===== config.mk =====
export PLATFORM = sky130hd
export DESIGN_NAME = serial_audio_rx
export DESIGN_NICKNAME = d
export VERILOG_FILES = /design/src/rtl/sar_pkg.sv /design/src/rtl/sar_sync.sv /design/src/rtl/sar_slot_tracker.sv /design/src/rtl/sar_word_capture.sv /design/src/rtl/sar_frame_pair.sv /design/src/rtl/serial_audio_rx.sv
export SDC_FILE = /design/constraint.sdc
export NUM_CORES = 1
export LEC_CHECK = 0
export ABC_AREA = 1
export BUFFER_PORTS_ARGS = -buffer_cell sky130_fd_sc_hd__buf_4
export CAP_MARGIN = 5
export CORE_MARGIN = 2
export CORE_UTILIZATION = 35
export DETAILED_ROUTE_END_ITERATION = 7
export GPL_ROUTABILITY_DRIVEN = 1
export GPL_TIMING_DRIVEN = 0
export PLACE_DENSITY = 0.6
export SLEW_MARGIN = 20
export SYNTH_ARGS = -nofsm -noshare
export SYNTH_HDL_FRONTEND = slang
export SYNTH_SLANG_ARGS = --single-unit

===== constraint.sdc =====
create_clock -name clk -period 3.05 [get_ports clk]
set_input_delay 0.1525 -clock clk [delete_from_list [all_inputs] [get_ports clk]]
set_output_delay 0.1525 -clock clk [all_outputs]
set_load 0.01 [all_outputs]

===== src/rtl/sar_pkg.sv =====
package sar_pkg;
  localparam int SAMPLE_W = 24;
  localparam int CNT_W    = $clog2(SAMPLE_W + 1);

  typedef enum logic [1:0] {
    FMT_I2S = 2'd0,
    FMT_LJ  = 2'd1,
    FMT_RJ  = 2'd2
  } fmt_e;

  // Right-justified word length for a select code
  function automatic logic [5:0] rj_bits(input logic [1:0] sel);
    case (sel)
      2'd0:    return 6'd16;
      2'd1:    return 6'd18;
      2'd2:    return 6'd20;
      default: return 6'd24;
    endcase
  endfunction

  // Move the newest n bits of the history to the top of the word
  function automatic logic [SAMPLE_W-1:0] rj_align(input logic [SAMPLE_W-1:0] hist,
                                                   input logic [5:0] n);
    return hist << (SAMPLE_W - int'(n));
  endfunction

  // Mask of the bit positions not yet written after cnt bits
  function automatic logic [SAMPLE_W-1:0] unfilled_mask(input logic [CNT_W-1:0] cnt);
    logic [SAMPLE_W-1:0] m;
    for (int i = 0; i < SAMPLE_W; i++) m[i] = (i < (SAMPLE_W - int'(cnt)));
    return m;
  endfunction
endpackage


===== src/rtl/sar_sync.sv =====
module sar_sync #(
  parameter int W      = 3,
  parameter int STAGES = 2
) (
  input  logic         clk,
  input  logic         rst_n,
  input  logic [W-1:0] async_in,
  output logic [W-1:0] sync_out
);
  logic [W-1:0] chain [STAGES];

  generate
    for (genvar s = 0; s < STAGES; s++) begin : g_stage
      always_ff @(posedge clk) begin
        if (!rst_n) chain[s] <= '0;
        else if (s == 0) chain[s] <= async_in;
        else chain[s] <= chain[(s == 0) ? 0 : s - 1];
      end
    end
  endgenerate

  assign sync_out = chain[STAGES-1];
endmodule


===== src/rtl/sar_slot_tracker.sv =====
module sar_slot_tracker
  import sar_pkg::*;
(
  input  logic clk,
  input  logic rst_n,
  input  fmt_e fmt,
  input  logic s_bclk,
  input  logic s_wclk,
  input  logic s_sdata,
  output logic bit_stb,
  output logic bit_val,
  output logic slot_start,
  output logic slot_end,
  output logic end_right,
  output logic new_right
);
  logic bclk_q, w_prev, seen, i2s_pend, cur_right, slot_ok;
  logic wclk_flip;

  assign bit_stb   = s_bclk & ~bclk_q;
  assign bit_val   = s_sdata;
  assign wclk_flip = bit_stb & seen & (s_wclk != w_prev);

  always_comb begin
    if (fmt == FMT_I2S) begin
      // word begins one bit after the word-clock change; left while low
      slot_start = bit_stb & i2s_pend;
      new_right  = w_prev;
    end else begin
      // word slot equals the word-clock half; left while high
      slot_start = wclk_flip;
      new_right  = ~s_wclk;
    end
  end

  assign slot_end  = slot_start & slot_ok;
  assign end_right = cur_right;

  always_ff @(posedge clk) begin
    if (!rst_n) begin
      bclk_q    <= 1'b0;
      w_prev    <= 1'b0;
      seen      <= 1'b0;
      i2s_pend  <= 1'b0;
      cur_right <= 1'b0;
      slot_ok   <= 1'b0;
    end else begin
      bclk_q <= s_bclk;
      if (bit_stb) begin
        w_prev   <= s_wclk;
        seen     <= 1'b1;
        i2s_pend <= wclk_flip;
      end
      if (slot_start) begin
        cur_right <= new_right;
        slot_ok   <= 1'b1;
      end
    end
  end

  // finished slots alternate between channels
  a_r2_alternate: assert property (@(posedge clk) disable iff (!rst_n)
    slot_end |-> (end_right != new_right));
endmodule


===== src/rtl/sar_word_capture.sv =====
module sar_word_capture
  import sar_pkg::*;
(
  input  logic                clk,
  input  logic                rst_n,
  input  fmt_e                fmt,
  input  logic [1:0]          rj_len_sel,
  input  logic                bit_stb,
  input  logic                bit_val,
  input  logic                slot_start,
  input  logic                slot_end,
  output logic [SAMPLE_W-1:0] word
);
  logic [SAMPLE_W-1:0] lead_word;
  logic [SAMPLE_W-1:0] tail_hist;
  logic [CNT_W-1:0]    cnt;
  logic [SAMPLE_W-1:0] first_bit;

  assign first_bit = {bit_val, {(SAMPLE_W-1){1'b0}}};

  always_ff @(posedge clk) begin
    if (!rst_n) begin
      lead_word <= '0;
      tail_hist <= '0;
      cnt       <= '0;
    end else if (bit_stb) begin
      tail_hist <= slot_start ? {{(SAMPLE_W-1){1'b0}}, bit_val}
                              : {tail_hist[SAMPLE_W-2:0], bit_val};
      if (slot_start) begin
        lead_word <= first_bit;
        cnt       <= CNT_W'(1);
      end else if (cnt < CNT_W'(SAMPLE_W)) begin
        lead_word <= lead_word | (first_bit >> cnt);
        cnt       <= cnt + CNT_W'(1);
      end
    end
  end

  assign word = (fmt == FMT_RJ) ? rj_align(tail_hist, rj_bits(rj_len_sel)) : lead_word;

  // unwritten low positions are zero when a leading word closes
  a_r4_zero_fill: assert property (@(posedge clk) disable iff (!rst_n)
    (slot_end && fmt != FMT_RJ) |-> ((lead_word & unfilled_mask(cnt)) == '0));
  // the fill count never passes the word width
  a_r5_count_cap: assert property (@(posedge clk) disable iff (!rst_n)
    cnt <= CNT_W'(SAMPLE_W));
endmodule


===== src/rtl/sar_frame_pair.sv =====
module sar_frame_pair
  import sar_pkg::*;
(
  input  logic                clk,
  input  logic                rst_n,
  input  logic                slot_end,
  input  logic                end_right,
  input  logic [SAMPLE_W-1:0] word,
  output logic [SAMPLE_W-1:0] left_out,
  output logic [SAMPLE_W-1:0] right_out,
  output logic                frame_valid
);
  logic [SAMPLE_W-1:0] left_hold;
  logic                have_left;

  always_ff @(posedge clk) begin
    if (!rst_n) begin
      left_hold   <= '0;
      have_left   <= 1'b0;
      left_out    <= '0;
      right_out   <= '0;
      frame_valid <= 1'b0;
    end else begin
      frame_valid <= 1'b0;
      if (slot_end) begin
        if (!end_right) begin
          left_hold <= word;
          have_left <= 1'b1;
        end else if (have_left) begin
          left_out    <= left_hold;
          right_out   <= word;
          frame_valid <= 1'b1;
          have_left   <= 1'b0;
        end
      end
    end
  end

  // single-cycle strobe
  a_r7_one_cycle: assert property (@(posedge clk) disable iff (!rst_n)
    frame_valid |=> !frame_valid);
  // outputs change only together with the strobe
  a_r7_hold: assert property (@(posedge clk) disable iff (!rst_n)
    !frame_valid |-> ($stable(left_out) && $stable(right_out)));
  // a right word without a left partner yields no strobe
  a_r8_no_orphan: assert property (@(posedge clk) disable iff (!rst_n)
    (slot_end && end_right && !have_left) |=> !frame_valid);
endmodule


===== src/rtl/serial_audio_rx.sv =====
module serial_audio_rx
  import sar_pkg::*;
#(
  parameter int SYNC_STAGES = 2
) (
  input  logic                clk,
  input  logic                rst_n,
  input  logic [1:0]          fmt_sel,
  input  logic [1:0]          rj_len_sel,
  input  logic                bclk_in,
  input  logic                wclk_in,
  input  logic                sdata_in,
  output logic [SAMPLE_W-1:0] left_out,
  output logic [SAMPLE_W-1:0] right_out,
  output logic                frame_valid
);
  logic [2:0] synced;
  fmt_e       fmt;
  logic       bit_stb, bit_val, slot_start, slot_end, end_right, new_right;
  logic [SAMPLE_W-1:0] word;

  assign fmt = fmt_e'(fmt_sel);

  sar_sync #(.W(3), .STAGES(SYNC_STAGES)) u_sync (
    .clk(clk), .rst_n(rst_n),
    .async_in({bclk_in, wclk_in, sdata_in}),
    .sync_out(synced)
  );

  sar_slot_tracker u_track (
    .clk(clk), .rst_n(rst_n), .fmt(fmt),
    .s_bclk(synced[2]), .s_wclk(synced[1]), .s_sdata(synced[0]),
    .bit_stb(bit_stb), .bit_val(bit_val), .slot_start(slot_start),
    .slot_end(slot_end), .end_right(end_right), .new_right(new_right)
  );

  sar_word_capture u_cap (
    .clk(clk), .rst_n(rst_n), .fmt(fmt), .rj_len_sel(rj_len_sel),
    .bit_stb(bit_stb), .bit_val(bit_val), .slot_start(slot_start),
    .slot_end(slot_end), .word(word)
  );

  sar_frame_pair u_pair (
    .clk(clk), .rst_n(rst_n), .slot_end(slot_end), .end_right(end_right),
    .word(word), .left_out(left_out), .right_out(right_out),
    .frame_valid(frame_valid)
  );
endmodule


Word level (Yosys, flattened, before mapping):

Memories as Yosys holds them, arrays and structs flattened.
Index checks and enable logic that the tools add are counted.
Widths: inputs -> output; s select.

* register bits: 133
* bits in writable memories: 6
* input port bits: 9
* output and inout port bits: 49
* logic and storage cells: 57
* memories: 1

* $add $sub $neg: 2
* order comparisons: 1
* eq/ne operators: 4
* shift operators: 2
* multiplexer cells: 15
* bitwise gates (word level): 11
* reduce and logical (&&, ||, !) cells: 7

Memory list
* u_sync.chain: words 2, bits a word 3, rd ports 2, clocked after Yosys merged registers in 0, wr ports 2, line sar_sync.sv:10 `logic [W-1:0] chain [STAGES];`

Operators with widths (count)
* $mux 24: 4
* $shl 24x32->24: 1
* $or 24x24->24: 1
* $shr 24x5->24: 1
* $pmux 4 s3: 1
* $mux 5: 2
* $mux 1: 6
* $mux 3: 2
* $reduce_and 3->1: 2
* $sub 5x5->6 const A: 1
* $add 5x1->5 const B: 1
* $and 1x1->1: 5
* $lt 5x5->1 const B: 1
* $eq 2x2->1 const B: 2
* $logic_not 2->1: 2
* $reduce_and 2->1: 2
* $not 1->1: 3
* $eq 2x1->1 const B: 1
* $or 1x1->1: 2
* $reduce_bool 2->1: 1
* $ne 1x1->1: 1

Longest topological paths before layout:

* depth after elaboration: 7
* gate-level depth with buffers: 13
* depth with buffers taken out: 11

Cells and area by module:

Synthesis repeated with hierarchy kept, for this count alone.

* cell total of the unflattened synthesis: 993
* area, all modules: 6575.1 µm²

By module, submodules not included
* sar_word_capture: times used 1, cells each 467, area an instance 3067.9 µm²
* sar_frame_pair: times used 1, cells each 465, area an instance 3000.4 µm²
* sar_slot_tracker: times used 1, cells each 43, area an instance 341.6 µm²
* sar_sync: times used 1, cells each 18, area an instance 165.2 µm²

Worst setup path before layout:

No wires, ideal clock.

* path type: input to register
* from: input port rj_len_sel[0]
* to: register u_pair.left_hold[2]
* data arrival time: 1472 ps
* setup slack: 1507 ps
* stages: 11
* cell sequence: inv_1 > ha_1 > buf_2 > nand2_2 > buf_2 > nand2_1 > o21ai_0 > nand2_1 > o22ai_1 > nand2_1 > a21oi_1

* longest elaborated chain between the ends: 5

Ends and longest elaborated chain
* start: declaration: line serial_audio_rx.sv:9 `input logic [1:0] rj_len_sel,`
* $eq 2x2->1, or another cell as far along: line sar_pkg.sv:13 `case (sel)`
* $pmux 4 s3 *: line sar_pkg.sv:13
* $sub 5x5->6 *: line sar_pkg.sv:24 `return hist << (SAMPLE_W - int'(n));`
* $shl 24x32->24 *: line sar_pkg.sv:24
* $mux 24 *: line sar_word_capture.sv:39 `assign word = (fmt == FMT_RJ) ? rj_align(tail_hist, rj_bits(rj_len_sel)) : lead_word;`
* end signal: assignment: line sar_frame_pair.sv:27 `left_hold <= word;`
* end: declaration: line sar_frame_pair.sv:13 `logic [SAMPLE_W-1:0] left_hold;`

Mark *: on every way between the ends. The rest lies on a longest branch, timed or not.
A chain may end at the register's enable or synchronous reset.

Final worst setup path:

* from: input port rj_len_sel[1]
* to: register u_pair.right_out[3]

* longest elaborated chain between the ends: 5

Ends and longest elaborated chain
* $eq 2x2->1, or another cell as far along: line sar_pkg.sv:13
* $pmux 4 s3 *: line sar_pkg.sv:13
* $sub 5x5->6 *: line sar_pkg.sv:24
* $shl 24x32->24 *: line sar_pkg.sv:24
* $mux 24 *: line sar_word_capture.sv:39
* end signal: assignment: line sar_frame_pair.sv:31 `right_out <= word;`
* end: declaration: line sar_frame_pair.sv:10 `output logic [SAMPLE_W-1:0] right_out,`

Marked as above.

==> results.md <==
* Via density per instance at roughly 5.0
* Via count of the first global-routing pass at 5374
* Peak supply drop at approximately 0.00038 V
* Hold buffers post-CTS at 3
* Post-synth top cells: 208 x nand2_1, 139 x dfxtp_1, 133 x nand3_1
* EDFF count, synth at 0
* Mean Syn Cell Area at just over 7 um^2
* Critical path class: primary input to flip-flop
* Post-synth top area share at between 40% and 50%
* Initial DRC count at around 420
* Die Area at 0.0186 mm^2
* Reg-to-Reg Start: u_track.bclk_q$_SDFF_PN0_
* Routed Antenna Nets at 0
* Initial antenna violation count at 0
* DRC violations left at 0
* Clock latency at the later pin of the worst-skew pair at about 430 ps
* Total congestion overflow at 0
* Ys Warns at 0
* Cts bufs inserted at 17
* Critical path fanouts, max at 10
* CP Launch Type: primary input
* Slew @ Worst Pin at approximately 750 ps
* Layout cell share with drive strength beyond 1 at 13.3%
* First-pass GRT wire length at roughly 29000 um
* Max Cap Viol at 0
* Static Leak at between 3 and 4 nW
* Status: finished clean
* Unique cell type count in the Yosys netlist at 31
* Reg-to-reg slack, setup at approximately 1300 ps
* Hold WC Path Type: primary input to flip-flop
* WL/cell at between 15 and 20 um
* Setup total negative slack at 0 ps
* Nets at around 960
* Final HPWL from detailed placement at 13800 um
* CP arrival at 2200 ps
* Antenna Cells at 0
* Area grow syn2layout at 21.4%
* CTS tree: built
* Maximum clock path buffer count at 2
* Routability congestion estimate at between 0.9 and 1
* Post_cts resized at 0
* GRT Resource Usage Total at around a fifth
* Crit path time final at roughly 1800 ps
* Worst relative slew slack at between 40 and 50%
* Yosys reg bits at around 140
* Beginning of the worst hold path: rst_n
* Most area-consuming cells after synthesis: dfxtp_1 45%, nand2_1 13%, nand3_1 11%
* Power per cell area at 558 mW/mm^2
* Synth Net Count at roughly 900
* Vias at 5901
* # IOs at 58
* Top FF cell, synth: dfxtp_1
* CTS root buffer: clkbuf_16
* RSZ-0062 raised after global routing: no
* H-tree depth at 4
* Seq/Total Area, Yosys at between 40% and 50%
* Synthesized area at 0.00613 mm^2
* WP data required at about 3400 ps
* Reg2Reg Depth at 7
* DRT Pass-1 Iters at 4
* # setup viols final at 0
* Largest net degree at the start of global routing at 17
* Largest area contributor in the synthesized netlist: dfxtp_1
* Worst setup EP type: flip-flop
* Initial Utilization at 35.6%
* Crit path from: rj_len_sel[1]
* Max Clock Freq at about 540 MHz
* Syn Inst Count at 867
* Post-CTS setup-driven buffer insertion count at 0
* Cells on Worst Hold Path at 3
* Core region area at 0.0172 mm^2
* Clock sinks at between 100 and 150
* Fin. Hold Viols at 0
* FF-to-FF End: u_pair.right_out[16]$_SDFFE_PN0P_
* Row count at between 40 and 50
* Hold WS at 190 ps
* PortBufs at 56
* Post-synth ARST share at 0%
* Die Width at 136 um
* Die Y at approximately 140 um
* Worst-path clk slew at roughly 70 ps
* Final period util at between 60% and 70%
* Final WL at ~18000 um
* Slew Viols, Final at 0
* Hold Crit Endpoint: u_pair.right_out[7]$_SDFFE_PN0P_
* Most frequent cell after synthesis: nand2_1
* Worst clock skew at 11.6 ps
==> metrics by stage <==
| step | instance area (um^2) | worst slack (ps) | util (%) | power, W | std cells |
|---|---|---|---|---|---|
| floorplan | 6130 | 1510 | - | 0.00209 | 867 |
| global placement | 6840 | 846 | 39.7 | 0.00218 | 1148 |
| detailed placement | 6840 | 852 | 39.7 | 0.00218 | 1148 |
| CTS | 7440 | 1240 | 43.2 | 0.00419 | 1183 |
| global route | 7440 | 1100 | 43.2 | 0.00430 | 1183 |
| finish | 7440 | 1210 | 43.2 | 0.00416 | 1183 |
==> cells by family (layout without fill, tap and decap cells) <==
| group | count (synthesis) | count (layout) | synth area share, % |
|---|---|---|---|
| adder cells (fa/ha/maj) | 4 | 4 | 0.816 |
| AND/OR/NAND/NOR | 439 | 439 | 30.8 |
| flip-flops | 139 | 139 | 45.4 |
| AO/OA/AOI/OAI | 147 | 147 | 13.3 |
| XOR/XNOR | 1 | 1 | 0.143 |
| buffers and inverters | 137 | 228 | 9.63 |
==> flip-flops by register name, indices dropped and copies added (netlist names) <==
signal,count
u_cap.cnt,5
u_cap.lead_word,24
u_cap.tail_hist,24
u_pair.frame_valid,1
u_pair.have_left,1
u_pair.left_hold,24
u_pair.left_out,24
u_pair.right_out,24
u_sync.chain,6
u_track.bclk_q,1
u_track.end_right,1
u_track.i2s_pend,1
u_track.seen,1
u_track.slot_ok,1
u_track.w_prev,1
==> worst max path at each step <==
stage	end	slack, ps	cells past startpoint
floorplan	u_pair.left_hold[2]$_SDFFE_PN0P_	1510	11
global placement	u_pair.right_out[3]$_SDFFE_PN0P_	850	12
detailed placement	u_pair.right_out[3]$_SDFFE_PN0P_	850	12
CTS	u_pair.right_out[16]$_SDFFE_PN0P_	1240	7
global route	u_pair.right_out[11]$_SDFFE_PN0P_	1100	8
finish	u_pair.right_out[3]$_SDFFE_PN0P_	1210	12
==> cell type report <==
| class | count | area, um^2 |
|---|---|---|
| Clock buffer | 17 | 425 |
| Buffer | 55 | 282 |
| Sequential cell | 139 | 2780 |
| Clock inverter | 15 | 153 |
| Inverter | 82 | 309 |
| Tap cell | 225 | 282 |
| Fill cell | 1793 | 9790 |
| Multi-Input combinational cell | 591 | 2760 |
| Timing Repair Buffer | 59 | 450 |
==> critical path, stage by stage <==
cell     delay (ps)
buf_4           110
inv_1            70
ha_1            220
buf_2           180
nand2_2         130
buf_2           230
nand2_1          90
o21ai_0         320
nand2_1         150
o22ai_1         320
nand2_1         100
a21oi_1         130
==> report_power, final <==
group / internal [W] / switching [W] / total (W)
logic: 0.0000844 / 0.000205 / 0.000289
registers: 0.00184 / 0.0000227 / 0.00186
clock network: 0.00109 / 0.000918 / 0.00201
==> per-layer routing <==
metal / global-route usage, % / up-vias / share of wire [%]
met4: 9.49 / 0 / 2.9
met3: 4.33 / 33 / 5.9
met2: 32.6 / 181 / 45
li1: - / 2989 / -
met1: 26.8 / 2698 / 46
met5: 0 / - / 0
==> placed cells by master, fill, tap and decap left out, types with 3 or more instances in the layout <==
master         count
buf_2             15
nand2_1          208
ha_1               4
buf_4             59
inv_1             77
nor2_2             3
buf_1              6
o211ai_1           5
nor2_1            82
inv_8              5
buf_6              6
a211oi_1          23
o21ai_0           15
dlygate4sd3_1      3
inv_2              4
nand3_1          133
a21oi_1           99
nor3_1             3
inv_6              4
clkbuf_1          25
dfxtp_1          139
clkbuf_16         17
Power figures use the tool's default switching activity.
